File: src/rtl/eid_pkg.sv
package eid_pkg;

  typedef enum logic [1:0] {
    MODE_LOW  = 2'b00,
    MODE_HIGH = 2'b01,
    MODE_RISE = 2'b10,
    MODE_FALL = 2'b11
  } det_mode_e;

  localparam int unsigned MODE_BITS = 2;

endpackage

File: src/rtl/eid_sync.sv
module eid_sync #(
  parameter int unsigned W       = 1,
  parameter logic        RST_VAL = 1'b1
) (
  input  logic         clk,
  input  logic         rst_n,
  input  logic [W-1:0] d,
  output logic [W-1:0] q
);

  logic [W-1:0] meta_q;
  logic [W-1:0] stab_q;

  always_ff @(posedge clk or negedge rst_n) begin
    if (!rst_n) begin
      meta_q <= {W{RST_VAL}};
      stab_q <= {W{RST_VAL}};
    end else begin
      meta_q <= d;
      stab_q <= meta_q;
    end
  end

  assign q = stab_q;

endmodule

File: src/rtl/eid_chan_detect.sv
module eid_chan_detect
  import eid_pkg::*;
(
  input  logic      clk,
  input  logic      rst_n,
  input  logic      samp,
  input  det_mode_e mode,
  output logic      hit
);

  logic prev_q;
  logic prev_d;

  // Previous sample follows the input every cycle regardless of mode,
  // so a mode rewrite never fabricates an edge.
  always_comb prev_d = samp;

  always_ff @(posedge clk or negedge rst_n) begin
    if (!rst_n) prev_q <= 1'b1;
    else        prev_q <= prev_d;
  end

  always_comb begin
    unique case (mode)
      MODE_LOW:  hit = ~samp;
      MODE_HIGH: hit = samp;
      MODE_RISE: hit = samp & ~prev_q;
      MODE_FALL: hit = ~samp & prev_q;
      default:   hit = 1'b0;
    endcase
  end

endmodule

File: src/rtl/eid_nmi_detect.sv
module eid_nmi_detect (
  input  logic clk,
  input  logic rst_n,
  input  logic nmi_raw,
  input  logic stop_mode,
  output logic nmi_req
);

  logic nmi_s;
  logic prev_q;
  logic req_q;
  logic req_d;

  eid_sync #(.W(1), .RST_VAL(1'b1)) u_sync (
    .clk   (clk),
    .rst_n (rst_n),
    .d     (nmi_raw),
    .q     (nmi_s)
  );

  always_comb begin
    if (stop_mode) req_d = ~nmi_s;
    else           req_d = prev_q & ~nmi_s;
  end

  always_ff @(posedge clk or negedge rst_n) begin
    if (!rst_n) begin
      prev_q <= 1'b1;
      req_q  <= 1'b0;
    end else begin
      prev_q <= nmi_s;
      req_q  <= req_d;
    end
  end

  assign nmi_req = req_q;

  // an edge-mode request never lasts two cycles
  assert_nmi_pulse_R9: assert property (@(posedge clk) disable iff (!rst_n)
    (nmi_req && !$past(stop_mode) && !stop_mode) |=> !nmi_req);

  // in stop, a low synchronised line holds the request
  assert_nmi_level_R10: assert property (@(posedge clk) disable iff (!rst_n)
    (stop_mode && !nmi_s) |=> nmi_req);

endmodule

File: src/rtl/ext_irq_detector.sv
module ext_irq_detector
  import eid_pkg::*;
#(
  parameter int unsigned DATA_W = 16
) (
  input  logic              clk,
  input  logic              rst_n,
  input  logic [DATA_W-1:0] req_in,
  input  logic              nmi_in,
  input  logic              stop_mode,
  input  logic              wr_en,
  input  logic [1:0]        wr_addr,
  input  logic [DATA_W-1:0] wr_data,
  input  logic [1:0]        rd_addr,
  output logic [DATA_W-1:0] rd_data,
  output logic              irq_out,
  output logic              nmi_req
);

  localparam int unsigned NUM_CH     = DATA_W;
  localparam int unsigned CH_PER_REG = DATA_W / MODE_BITS;
  localparam int unsigned NUM_MREG   = NUM_CH / CH_PER_REG;
  localparam logic [1:0]  ADDR_FLAGS = 2'(NUM_MREG);
  localparam logic [1:0]  ADDR_EN    = 2'(NUM_MREG + 1);

  logic [DATA_W-1:0] mode_q [NUM_MREG];
  logic [DATA_W-1:0] mode_d [NUM_MREG];
  logic [NUM_MREG-1:0] mode_we;
  logic [NUM_CH-1:0] flags_q, flags_d;
  logic [NUM_CH-1:0] en_q, en_d;
  logic              en_we;
  logic              clr_en;
  logic [NUM_CH-1:0] clr_mask;
  logic [NUM_CH-1:0] req_s;
  logic [NUM_CH-1:0] hits;

  eid_sync #(.W(NUM_CH), .RST_VAL(1'b1)) u_req_sync (
    .clk   (clk),
    .rst_n (rst_n),
    .d     (req_in),
    .q     (req_s)
  );

  for (genvar i = 0; i < NUM_CH; i++) begin : g_ch
    eid_chan_detect u_det (
      .clk   (clk),
      .rst_n (rst_n),
      .samp  (req_s[i]),
      .mode  (det_mode_e'(mode_q[i / CH_PER_REG][MODE_BITS*(i % CH_PER_REG) +: MODE_BITS])),
      .hit   (hits[i])
    );
  end

  eid_nmi_detect u_nmi (
    .clk       (clk),
    .rst_n     (rst_n),
    .nmi_raw   (nmi_in),
    .stop_mode (stop_mode),
    .nmi_req   (nmi_req)
  );

  // Next-state logic
  always_comb begin
    for (int k = 0; k < NUM_MREG; k++) begin
      mode_we[k] = wr_en && (wr_addr == 2'(k));
      mode_d[k]  = wr_data;
    end
    en_we    = wr_en && (wr_addr == ADDR_EN);
    en_d     = wr_data;
    clr_en   = wr_en && (wr_addr == ADDR_FLAGS);
    clr_mask = clr_en ? ~wr_data : '0;
    // detection takes precedence over a simultaneous clear
    flags_d  = (flags_q & ~clr_mask) | hits;
  end

  // Registers
  always_ff @(posedge clk or negedge rst_n) begin
    if (!rst_n) begin
      for (int k = 0; k < NUM_MREG; k++) mode_q[k] <= '0;
      en_q    <= '0;
      flags_q <= '0;
    end else begin
      for (int k = 0; k < NUM_MREG; k++) begin
        if (mode_we[k]) mode_q[k] <= mode_d[k];
      end
      if (en_we) en_q <= en_d;
      flags_q <= flags_d;
    end
  end

  // Read mux
  always_comb begin
    rd_data = '0;
    for (int k = 0; k < NUM_MREG; k++) begin
      if (rd_addr == 2'(k)) rd_data = mode_q[k];
    end
    if (rd_addr == ADDR_FLAGS) rd_data = flags_q;
    if (rd_addr == ADDR_EN)    rd_data = en_q;
  end

  assign irq_out = |(flags_q & en_q);

  // without a flag write, no flag falls
  assert_flag_sticky_R6: assert property (@(posedge clk) disable iff (!rst_n)
    $past(!clr_en) |-> (($past(flags_q) & ~flags_q) == '0));

  // every detected channel is flagged on the next cycle, clear or not
  assert_hit_wins_R7: assert property (@(posedge clk) disable iff (!rst_n)
    (|hits) |=> (($past(hits) & ~flags_q) == '0));

  // writing an all-zero enable word silences the interrupt output
  assert_irq_masked_R8: assert property (@(posedge clk) disable iff (!rst_n)
    $past(wr_en && (wr_addr == ADDR_EN) && (wr_data == '0)) |-> !irq_out);

endmodule

File: config.mk
export PLATFORM = sky130hd
export DESIGN_NAME = ext_irq_detector
export DESIGN_NICKNAME = d
export VERILOG_FILES = /design/src/rtl/eid_pkg.sv /design/src/rtl/eid_sync.sv /design/src/rtl/eid_chan_detect.sv /design/src/rtl/eid_nmi_detect.sv /design/src/rtl/ext_irq_detector.sv
export SDC_FILE = /design/constraint.sdc
export NUM_CORES = 1
export LEC_CHECK = 0
export ABC_CLOCK_PERIOD_IN_PS = 1780
export CAP_MARGIN = 5
export CELL_PAD_IN_SITES_DETAIL_PLACEMENT = 0
export CELL_PAD_IN_SITES_GLOBAL_PLACEMENT = 1
export CORE_MARGIN = 10
export CORE_UTILIZATION = 44
export DETAILED_ROUTE_END_ITERATION = 8
export GPL_ROUTABILITY_DRIVEN = 0
export GPL_TIMING_DRIVEN = 0
export MAX_ROUTING_LAYER = met4
export PLACE_DENSITY_LB_ADDON = 0.1
export SKIP_LAST_GASP = 1
export SYNTH_ARGS = -nofsm -noshare
export SYNTH_HDL_FRONTEND = slang
export SYNTH_SLANG_ARGS = --single-unit
File: constraint.sdc
create_clock -name clk -period 1.78 [get_ports clk]
set_input_delay 0.356 -clock clk [delete_from_list [all_inputs] [get_ports clk]]
set_output_delay 0.356 -clock clk [all_outputs]
set_load 0.05 [all_outputs]
; ---- Yosys cells after proc, flatten, opt, wreduce, memory -nomap -nowiden
; Index checks and enable logic that the tools add are counted.
[totals]
out_inout_bits = 18
rom_bits = 0
word_cells = 196
mem_bits_rw = 0
register_bits = 116
in_bits = 41
n_memories = 0
latchBits = 0
[op_classes]
mux = 22
bitwise_logic = 71
n_mul = 0
div_mod_pow = 0
n_addsub = 0
n_shift = 0
eq_ne = 54
magnitude_cmp = 0
reduce_logical = 23
[ops]
columns = op, count
row1 = two-way mux 16 bit, 5
row2 = == test 2 bit (second input constant), 36
row3 = one-hot mux 1 bit (4 select lines), 16
row4 = == test 2 x 1 -> 1 bit (second input constant), 18
row5 = logical NOT 2 bit, 18
row6 = bitwise AND 1 bit, 33
row7 = inverter 1 bit, 33
row8 = bitwise AND 16 bit, 2
row9 = inverter 16 bit, 2
row10 = bitwise OR 16 bit, 1
row11 = OR reduction 16 bit, 1
row12 = logical AND 1 bit, 4
row13 = two-way mux 1 bit, 1

; ---- Depth between registers and ports, before layout
; Gate-level depths: netlist (run 1).
[logic_depth]
word_depth = 6
depth_mapped = 4
ltp_nobuf = 3

; ---- Hierarchy
; A second synthesis (run 1) with hierarchy kept.
[hier_totals]
cells_unflattened = 314
area_unflattened_um2 = 4883.4
[modules_own_cells]
columns = module, cells_per_inst, instances, area_per_inst_um2, seq_area_each_um2
row1 = ext_irq_detector, 181, 1, 2867.8, 1601.5
row2 = eid_chan_detect, 6, 16, 66.3, 26.3
row3 = eid_sync at u_req_sync, 32, 1, 840.8, 840.8
row4 = eid_nmi_detect, 3, 1, 61.3, 51.3
row5 = eid_sync at u_nmi.u_sync, 2, 1, 52.6, 52.6

; ---- Least setup slack after synthesis (run 1)
; OpenSTA, ideal clock, no wires.
[synth_timing]
path_type = input to output
start = input rd_addr[0]
end = output rd_data[10]
path_slack_ns = -0.028
path_stages = 3
arrival_ns = 1.452
required_time_ns = 1.424
n_path_buf = 2
path_cell_list = buf_2 -> buf_4 -> mux4_2
[synth_via]
elab_chain_len = 5
elab_cells_between_ends = 8
cone_classes = eq/ne (3) / mux (4) / reduce/logical (1)
[synth_lines]
columns = element, line_no
row1 = from (decl), ext_irq_detector.sv:14  ; input logic [1:0] rd_addr,
row2 = logical NOT 2 bit, ext_irq_detector.sv:95  ; if (rd_addr == 2'(k)) rd_data = mode_q[k];
row3 = two-way mux 16 bit (2 in a row), ext_irq_detector.sv:95
row4 = two-way mux 16 bit, ext_irq_detector.sv:97  ; if (rd_addr == ADDR_FLAGS) rd_data = flags_q;
row5 = two-way mux 16 bit *, ext_irq_detector.sv:98  ; if (rd_addr == ADDR_EN) rd_data = en_q;
row6 = to (decl), ext_irq_detector.sv:15  ; output logic [DATA_W-1:0] rd_data,
; Every way passes the cells marked *; elsewhere a longest branch is shown, timed or not.

; ---- Worst setup path in the final report (run 1)
[layout_timing]
start = register flags_q[10]
end = output irq_out
[layout_via]
elab_chain_len = 2
[layout_lines]
columns = element, line_no
row1 = from (decl), ext_irq_detector.sv:29  ; logic [NUM_CH-1:0] flags_q, flags_d;
row2 = from (signal assigned), ext_irq_detector.sv:87  ; flags_q <= flags_d;
row3 = bitwise AND 16 bit, ext_irq_detector.sv:101  ; assign irq_out = |(flags_q & en_q);
row4 = OR reduction 16 bit, ext_irq_detector.sv:101
row5 = to (decl), ext_irq_detector.sv:16  ; output logic irq_out,
; No other way between the ends.

==> impl_results.md, run 1 <==
- Number of max-capacitance violations reported: 0
- Failing checks: setup timing
- Warnings, synthesis: 0
- Total Die Area: 0.0154 mm²
- Count of buffering cells on the critical path with inverters included: 1
- Yosys cell types: 25
- Root Driver: sky130_fd_sc_hd__clkbuf_8
- Capture endpoint of the worst hold path: u_req_sync.meta_q[1]
- Initial antenna violation count: 0
- Antenna viol nets, final: 0
- Total inserted antenna cells: 0
- Instance count of the mapped netlist: 309
- Final Cycle Share: 124%
- Largest vdd supply drop: ~1000 µV
- CTS clock-pin slew for the worst setup and hold paths: 0.06 ns
- # clock sinks: ~120
- Family with the most delay on the worst path: compound AO/OA/AOI/OAI gates
- Starting Density: 45.6%
- Die Span X: between 100 and 150 µm
- Core area: about 0.010 mm²
- Final setup viols: 17
- Worst Path Max Fanout: 3
- Critical path startpoint category: register
- Tightest hold margin: about 0.24 ns
- Count of input and output buffers: 56
- Most frequent cells in the layout: sky130_fd_sc_hd__dfrtp_1 (63), sky130_fd_sc_hd__dfstp_2 (51), sky130_fd_sc_hd__mux2_2 (48), sky130_fd_sc_hd__clkdlybuf4s50_1 (37), sky130_fd_sc_hd__o21ai_0 (32)
- Wire length of the first global-routing pass: around 17 mm
- TritonCTS Buffers: 17
- Class of the most critical hold timing path: in -> reg
- Max-slew violation count: 0
- Final #Nets: 451
- Slowest CP cell: sky130_fd_sc_hd__dfrtp_1
- Tot GR Track Use: between 10% and 20%
- Setup Crit Path Kind: reg -> out
- Number of vias after detailed routing: approximately 3000
- Largest stage delay on the critical path: just over 0.4 ns
- Worst-case setup margin in the final layout: -0.421 ns
- Ordered list of cells on the worst path: a22o_1 -> a221oi_2 -> nand4_1 -> buf_6
- Synthesized net count: 350
- Mean Syn Cell Area: roughly 15 µm²
- Count of routing violations after the opening detailed-route iteration: ~250
- Power Dens Cells: ~1300 mW/mm²
- Final number of hold-violating endpoints: 0
- Register-to-register setup slack: about 0.62 ns
- Worst Min Path Start: req_in[1]
- Commonest non-fill, non-tap cell in the layout: sky130_fd_sc_hd__dfrtp_1
- Remaining global-route overflow: 0
- Clk Latency, worst-skew pair: between 0.5 and 0.6 ns
- Vias in the first global route: 3211
- Tightest slew margin relative to the limit: approximately 65%
- Maximum number of pins on one net before global-route repair: 70
- Count of state elements after synthesis: about 120
- Setup repair after global routing missed its margin: yes
- Clk buf depth: 2
- Placed Area: about 0.0055 mm²
- Post-route cell area: 0.00637 mm²
- Share of post-route cells with drive strength above 1: ~48%
- Number of fillers in the final layout: around 840
- Syn-to-layout area delta: 33.6%
- Number of instances on the worst hold path: 1
- FF-to-FF End: flags_q[2]
- Synthesized cell area: 0.00477 mm²
- Shortest clock period the worst path allows after layout: 2.20 ns
- Floorplan die height: approximately 120 µm
- Data required time at the worst endpoint: ~1.4 ns
- Initial DRT Pass Iterations: 4
- Fin Clk Skew: between 0.008 and 0.009 ns
- Number of levels in the clock H-tree: 4
- Highest achievable clock rate: 454 MHz
- Overall power of the completed layout: about 8200 µW
- Critical Path End Type: output pin
- Crit path DAT: between 1.5 and 2 ns
- Worst Max-Slew Pin Slew: 0.522 ns
- Clock tree from TritonCTS: yes
- Top-Level Pins: 59
- Reg2reg start: u_req_sync.q[2]
- Wire length per cell: ~19 µm
- Via density: around 5.3
- Sequential fraction of the synthesis area: between 60% and 70%
- Detailed Route WL: about 11 mm
- DRC violations left: 0
- FF-to-FF path depth: 3
- Placed wire-length estimate after detailed placement: 7.17 mm
- Standard-cell rows: 37
- Static leakage: 0.00260 µW
- Run status: complete, but fails checks
- Minimum setup slack after placement: -0.743 ns
==> synth_stat cells <==
| library cell | n | area (µm²) |
|---|---|---|
| sky130_fd_sc_hd__dfrtp_1 | 65 | 1630 |
| sky130_fd_sc_hd__dfstp_2 | 51 | 1340 |
| sky130_fd_sc_hd__mux2_2 | 48 | 541 |
| sky130_fd_sc_hd__o21ai_0 | 32 | 160 |
| sky130_fd_sc_hd__and3b_1 | 16 | 140 |
| sky130_fd_sc_hd__mux4_2 | 16 | 360 |
| sky130_fd_sc_hd__nor3b_1 | 11 | 82.6 |
| sky130_fd_sc_hd__o211ai_1 | 11 | 82.6 |
| sky130_fd_sc_hd__xor2_1 | 11 | 96.3 |
| sky130_fd_sc_hd__nor2_1 | 7 | 26.3 |
| sky130_fd_sc_hd__nand3b_1 | 6 | 45.0 |
| sky130_fd_sc_hd__and3_1 | 5 | 31.3 |
| sky130_fd_sc_hd__nand2b_1 | 5 | 31.3 |
| sky130_fd_sc_hd__nor3_1 | 5 | 25.0 |
| sky130_fd_sc_hd__a221oi_1 | 4 | 35.0 |
| sky130_fd_sc_hd__a22o_1 | 4 | 35.0 |
| sky130_fd_sc_hd__buf_2 | 3 | 15.0 |
| sky130_fd_sc_hd__buf_6 | 2 | 22.5 |
| sky130_fd_sc_hd__buf_4 | 1 | 7.51 |
| sky130_fd_sc_hd__clkbuf_1 | 1 | 3.75 |
| sky130_fd_sc_hd__clkbuf_8 | 1 | 13.8 |
| sky130_fd_sc_hd__nand3_2 | 1 | 10.0 |
| sky130_fd_sc_hd__nand3b_2 | 1 | 11.3 |
| sky130_fd_sc_hd__nand4_1 | 1 | 6.26 |
| sky130_fd_sc_hd__nor3b_4 | 1 | 18.8 |
==> area by class of cell <==
cell class | count | area [µm²] | share of cell area (%)
clock inverters | 11 | 150 | 2.36
repair buffers | 82 | 800 | 12.6
clock buffers | 21 | 459 | 7.21
multi-input cells | 185 | 1750 | 27.5
well taps | 136 | 170 | 2.67
flip-flops and latches | 116 | 2970 | 46.6
plain buffers | 8 | 71.3 | 1.12
==> stage by stage <==
step                util, %  instances  TNS (ns)
floorplan                 -        309         0
global placement       52.6        501   -420.80
detailed placement     52.9        502    -22.97
CTS                    60.5        554     -3.35
global route           60.9        559     -3.78
finish                 60.9        559     -2.86
==> how the worst max path moves through the flow <==
stage	from	endpoint	slack, ns	cells past startpoint
after floorplan	rd_addr[0]	rd_data[10]	0.01	3
after global routing	flags_q[10]	irq_out	-0.49	4
after CTS	flags_q[10]	irq_out	-0.44	4
final	flags_q[10]	irq_out	-0.42	4
after detailed placement	rd_addr[0]	rd_data[6]	-0.74	4
after global placement	rst_n	u_nmi.nmi_req	-4.06	1
==> power breakdown <==
part / total [µW] / switching [µW] / leakage (µW) / internal [µW]
Sequential: 3240 / 238 / 0.00126 / 3010
Clock: 3430 / 1190 / 0.000283 / 2250
Combinational: 1560 / 768 / 0.00105 / 796
==> logic make-up (layout without fill, tap and decap cells) <==
group | count (synthesis) | after routing | share of synthesized area, %
DFF | 116 | 116 | 62.2
xor gates and xnor gates | 11 | 11 | 2.02
and+or+nand+nor | 59 | 59 | 8.98
muxes | 64 | 64 | 18.9
AOI/OAI and AO/OA | 51 | 51 | 6.56
buffers and inverters | 8 | 122 | 1.31
==> registers in the layout, indices dropped and copies added, names as in the netlist <==
signal and count:
en_q 16, flags_q 16, g_ch.u_det.prev_q 16, mode_q 32
u_nmi.nmi_req 1, u_nmi.prev_q 1, u_nmi.u_sync.meta_q 1, u_nmi.u_sync.q 1
u_req_sync.meta_q 16, u_req_sync.q 16
==> timing repair <==
item	CTS	global route
hold buffers	1	0
gates resized for setup	125	1
endpoints found under the hold margin	31	0
buffers inserted	19	5
endpoints found under the setup margin	18	18
pin swaps	1	0
==> metal layers <==
metal  wire (µm)  vias to the layer above  track usage [%]
met5           0                        -                -
met4          62                        0             5.04
met3         424                        5             4.57
met2        5100                       58             23.1
met1        5000                     1554             19.9
li1            -                     1371                -
Note: power is estimated with default switching activity, not from simulation.
==> inputs of run 2 (changes only) <==
--- a/config.mk
+++ b/config.mk
@@ -9,11 +9,12 @@
 export CAP_MARGIN = 5
 export CELL_PAD_IN_SITES_DETAIL_PLACEMENT = 0
 export CELL_PAD_IN_SITES_GLOBAL_PLACEMENT = 1
-export CORE_MARGIN = 10
+export CORE_MARGIN = 1
 export CORE_UTILIZATION = 44
 export DETAILED_ROUTE_END_ITERATION = 8
 export GPL_ROUTABILITY_DRIVEN = 0
 export GPL_TIMING_DRIVEN = 0
+export HOLD_SLACK_MARGIN = 0.03
 export MAX_ROUTING_LAYER = met4
 export PLACE_DENSITY_LB_ADDON = 0.1
 export SKIP_LAST_GASP = 1
==> run 2 against run 1 <==
Effect of this change: the flow still finishes with violations (setup timing); first-iteration DRC count decreased by 53%; wire length decreased by 3.0%; count of clock-buffer cells in the layout increased by 7; register-to-register slack about the same; hold slack got worse by 0.014 ns; clock skew decreased by 0.0020 ns; die area decreased by 27%; sequential share of layout area increased by 0.27 points; design area decreased by 0.57%; utilization decreased by 0.078 points; non-clock buffer count unchanged; cell count unchanged; critical path type unchanged.
==> impl_results.md, run 2 (synthesis results as in run 1) <==
- Largest vdd supply drop: 883 µV (-15%)
- Clock tree from TritonCTS: yes
- Top-Level Pins: 59 (unchanged)
- Fin Clk Skew: 0.00694 ns (-0.00204 ns)
- Final Cycle Share: 123% (-0.73 points)
- Via density: 5.47 (+2.2%)
- Relative contribution of sequential cells to total power: 40.0% (+0.6 points)
- Static leakage: 0.00260 µW (about the same)
- Setup Crit Path Kind: reg -> out
- Most frequent cells in the layout: sky130_fd_sc_hd__dfrtp_1 (63), sky130_fd_sc_hd__dfstp_2 (51), sky130_fd_sc_hd__mux2_2 (48), sky130_fd_sc_hd__clkdlybuf4s50_1 (37), sky130_fd_sc_hd__o21ai_0 (32)
- Wire length per cell: 18.4 µm (-3.0%)
- Worst-case setup margin in the final layout: -0.408 ns (+0.0129 ns)
- Placed Area: 0.00553 mm² (unchanged)
- Core area: 0.0104 mm² (-0.44%)
- Switching power: 2130 µW (-3.2%)
- Total inserted antenna cells: 0 (unchanged)
- Wire length of the first global-routing pass: 16.8 mm (-2.8%)
- Vias in the first global route: 3177 (-1.1%)
- Final setup viols: 17 (unchanged)
- Number of vias after detailed routing: 3055 (+2.2%)
- Worst Path Max Fanout: 3 (unchanged)
- CTS clock-pin slew for the worst setup and hold paths: 0.05 ns (about the same)
- Standard-cell rows: 37 (unchanged)
- Detailed Route WL: 10.3 mm (-3.0%)
- Post-route cell area: 0.00633 mm² (-0.57%)
- Number of max-capacitance violations reported: 0 (unchanged)
- Shortest clock period the worst path allows after layout: 2.19 ns (-0.0129 ns)
- Most flop-heavy register: mode_q
- Critical Path End Type: output pin
- Setup repair after global routing missed its margin: yes
- Die Span X: 106 µm (-15%)
- Run status: complete, but fails checks
- Initial DRT Pass Iterations: 4 (unchanged)
- Final number of hold-violating endpoints: 0 (unchanged)
- DRC violations left: 0 (unchanged)
- Met3 wire length: 495 µm (+17%)
- Clk buf depth: 2 (unchanged)
- Part of the power in the clock network: 40.6% (-1.1 points)
- Max-slew violation count: 0 (unchanged)
- Count of routing violations after the opening detailed-route iteration: 115 (-53%)
- Power share of the combinational group: 19.4% (+0.4 points)
- Antenna viol nets, final: 0 (unchanged)
- Sw Ratio: 26.2% (-0.43 points)
- Clk Latency, worst-skew pair: 0.53 ns (+0.02 ns)
- Critical path startpoint category: register
- Placed wire-length estimate after detailed placement: 6.71 mm (-6.4%)
- Final Instance Count excl. Fillers: 559 (unchanged)
- Class of the most critical hold timing path: in -> reg
- Syn-to-layout area delta: 32.9%
- Internal power contribution: 5980 µW (-1.0%)
- Starting Density: 45.8% (+0.20 points)
- Cells after DPL: 502 (unchanged)
- Maximum number of pins on one net before global-route repair: 61 (-13%)
- Top layer reached by signal wires: met4
- Worst Max-Slew Pin Slew: 0.542 ns (+0.0197 ns)
- Tot GR Track Use: 21.4% (+5.9 points)
- Crit path DAT: 1.83 ns (about the same)
- Number of flip-flops under the largest register name: 32 (unchanged)
- Post-route met1 wirelength: 4.63 mm (-7.4%)
- Total Die Area: 0.0113 mm² (-27%)
- Remaining global-route overflow: 0 (unchanged)
- Data required time at the worst endpoint: 1.42 ns (about the same)
- Share of post-route cells with drive strength above 1: 46.8% (-1.2 points)
- Met2 Routed Length: 4.96 mm (-2.7%)
- Initial antenna violation count: 0 (unchanged)
- TritonCTS Buffers: 17 (unchanged)
- Floorplan die height: 106 µm (-15%)
- Final #Nets: 451 (unchanged)
- Failing checks: setup timing
- # clock sinks: 116 (unchanged)
- Number of levels in the clock H-tree: 4 (unchanged)
- Root Driver: sky130_fd_sc_hd__clkbuf_8
- Power Dens Cells: 1280 mW/mm² (-1.1%)
- Count of input and output buffers: 56 (unchanged)
- Commonest non-fill, non-tap cell in the layout: sky130_fd_sc_hd__dfrtp_1
- Tightest slew margin relative to the limit: 63.9% (-1.3 points)
- Highest achievable clock rate: 457 MHz (+0.59%)
- Number of fillers in the final layout: 820 (-2.3%)
## run 2: critical path: stages (launching register included)
cell                       delay [ns]
sky130_fd_sc_hd__dfrtp_1         0.41
sky130_fd_sc_hd__a22o_1          0.25
sky130_fd_sc_hd__a221oi_2        0.26
sky130_fd_sc_hd__nand4_1         0.19
sky130_fd_sc_hd__buf_6           0.20
## run 2: final timing paths
path,startpoint,end,slack [ns],depth (start not counted)
max,flags_q[10],irq_out,-0.41,4
max in group asynchronous,rst_n,g_ch[15].u_det.prev_q,0.70,3
max reg2reg,u_req_sync.q[1],flags_q[1],0.61,3
min,req_in[1],u_req_sync.meta_q[1],0.23,1
min reg2reg,u_req_sync.meta_q[0],u_req_sync.q[0],0.35,0
min in group asynchronous,rst_n,mode_q[26],0.36,2
## run 2: what timing repair did
| item | in CTS | in global routing |
|---|---|---|
| hold buffers | 1 | 0 |
| endpoints found under the hold margin | 34 | 0 |
| endpoints found under the setup margin | 18 | 18 |
| pin swaps | 1 | 0 |
| setup buffers | 19 | 5 |
| gates resized for setup | 124 | 1 |
## run 2: power by group through the flow
stage                     registers [µW]  logic (µW)  clock network (µW)
final                               3240        1570                3290
after floorplan                     3240         893                   0
after global placement              3340        1290                   0
after CTS                           3250        1550                3370
after detailed placement            3350        1310                   0
after global routing                3290        1690                3480
## run 2: final cells by class
class	count	area [µm²]	share of cell area, %
tap	136	170	2.69
buffer	8	68.8	1.09
sequential	116	2970	46.9
timing repair buffer	82	800	12.6
clock inverter	4	70.1	1.11
multi-input combinational	185	1750	27.6
clock buffer	28	505	7.98
## run 2: layer usage
layer	global-route usage, %	vias up
met2	32.0	69
met4	9.52	0
li1	-	1366
met5	-	-
met3	6.32	21
met1	27.1	1599
## run 2: metrics by stage
stage | TNS [ns] | util [%] | setup slack [ns] | hold WS (ns) | total power, µW
floorplan | 0 | - | 0.0147 | 0.0604 | 4130
global placement | -426.24 | 52.8 | -4.11 | 0.345 | 4620
detailed placement | -22.06 | 53.1 | -0.698 | 0.347 | 4660
CTS | -3.81 | 60.4 | -0.450 | 0.198 | 8170
global route | -4.08 | 60.8 | -0.503 | 0.207 | 8450
finish | -3.23 | 60.8 | -0.408 | 0.229 | 8110
==> inputs of run 3 (changes only) <==
--- a/config.mk
+++ b/config.mk
@@ -12,7 +12,7 @@
 export CORE_MARGIN = 1
 export CORE_UTILIZATION = 44
 export DETAILED_ROUTE_END_ITERATION = 8
-export GPL_ROUTABILITY_DRIVEN = 0
+export GPL_ROUTABILITY_DRIVEN = 1
 export GPL_TIMING_DRIVEN = 0
 export HOLD_SLACK_MARGIN = 0.03
 export MAX_ROUTING_LAYER = met4
@@ -21,3 +21,4 @@
 export SYNTH_ARGS = -nofsm -noshare
 export SYNTH_HDL_FRONTEND = slang
 export SYNTH_SLANG_ARGS = --single-unit
+export TNS_END_PERCENT = 100
==> results of run 3 <==
Same layout as run 2: the final DEF is identical, and so are final timing and power.
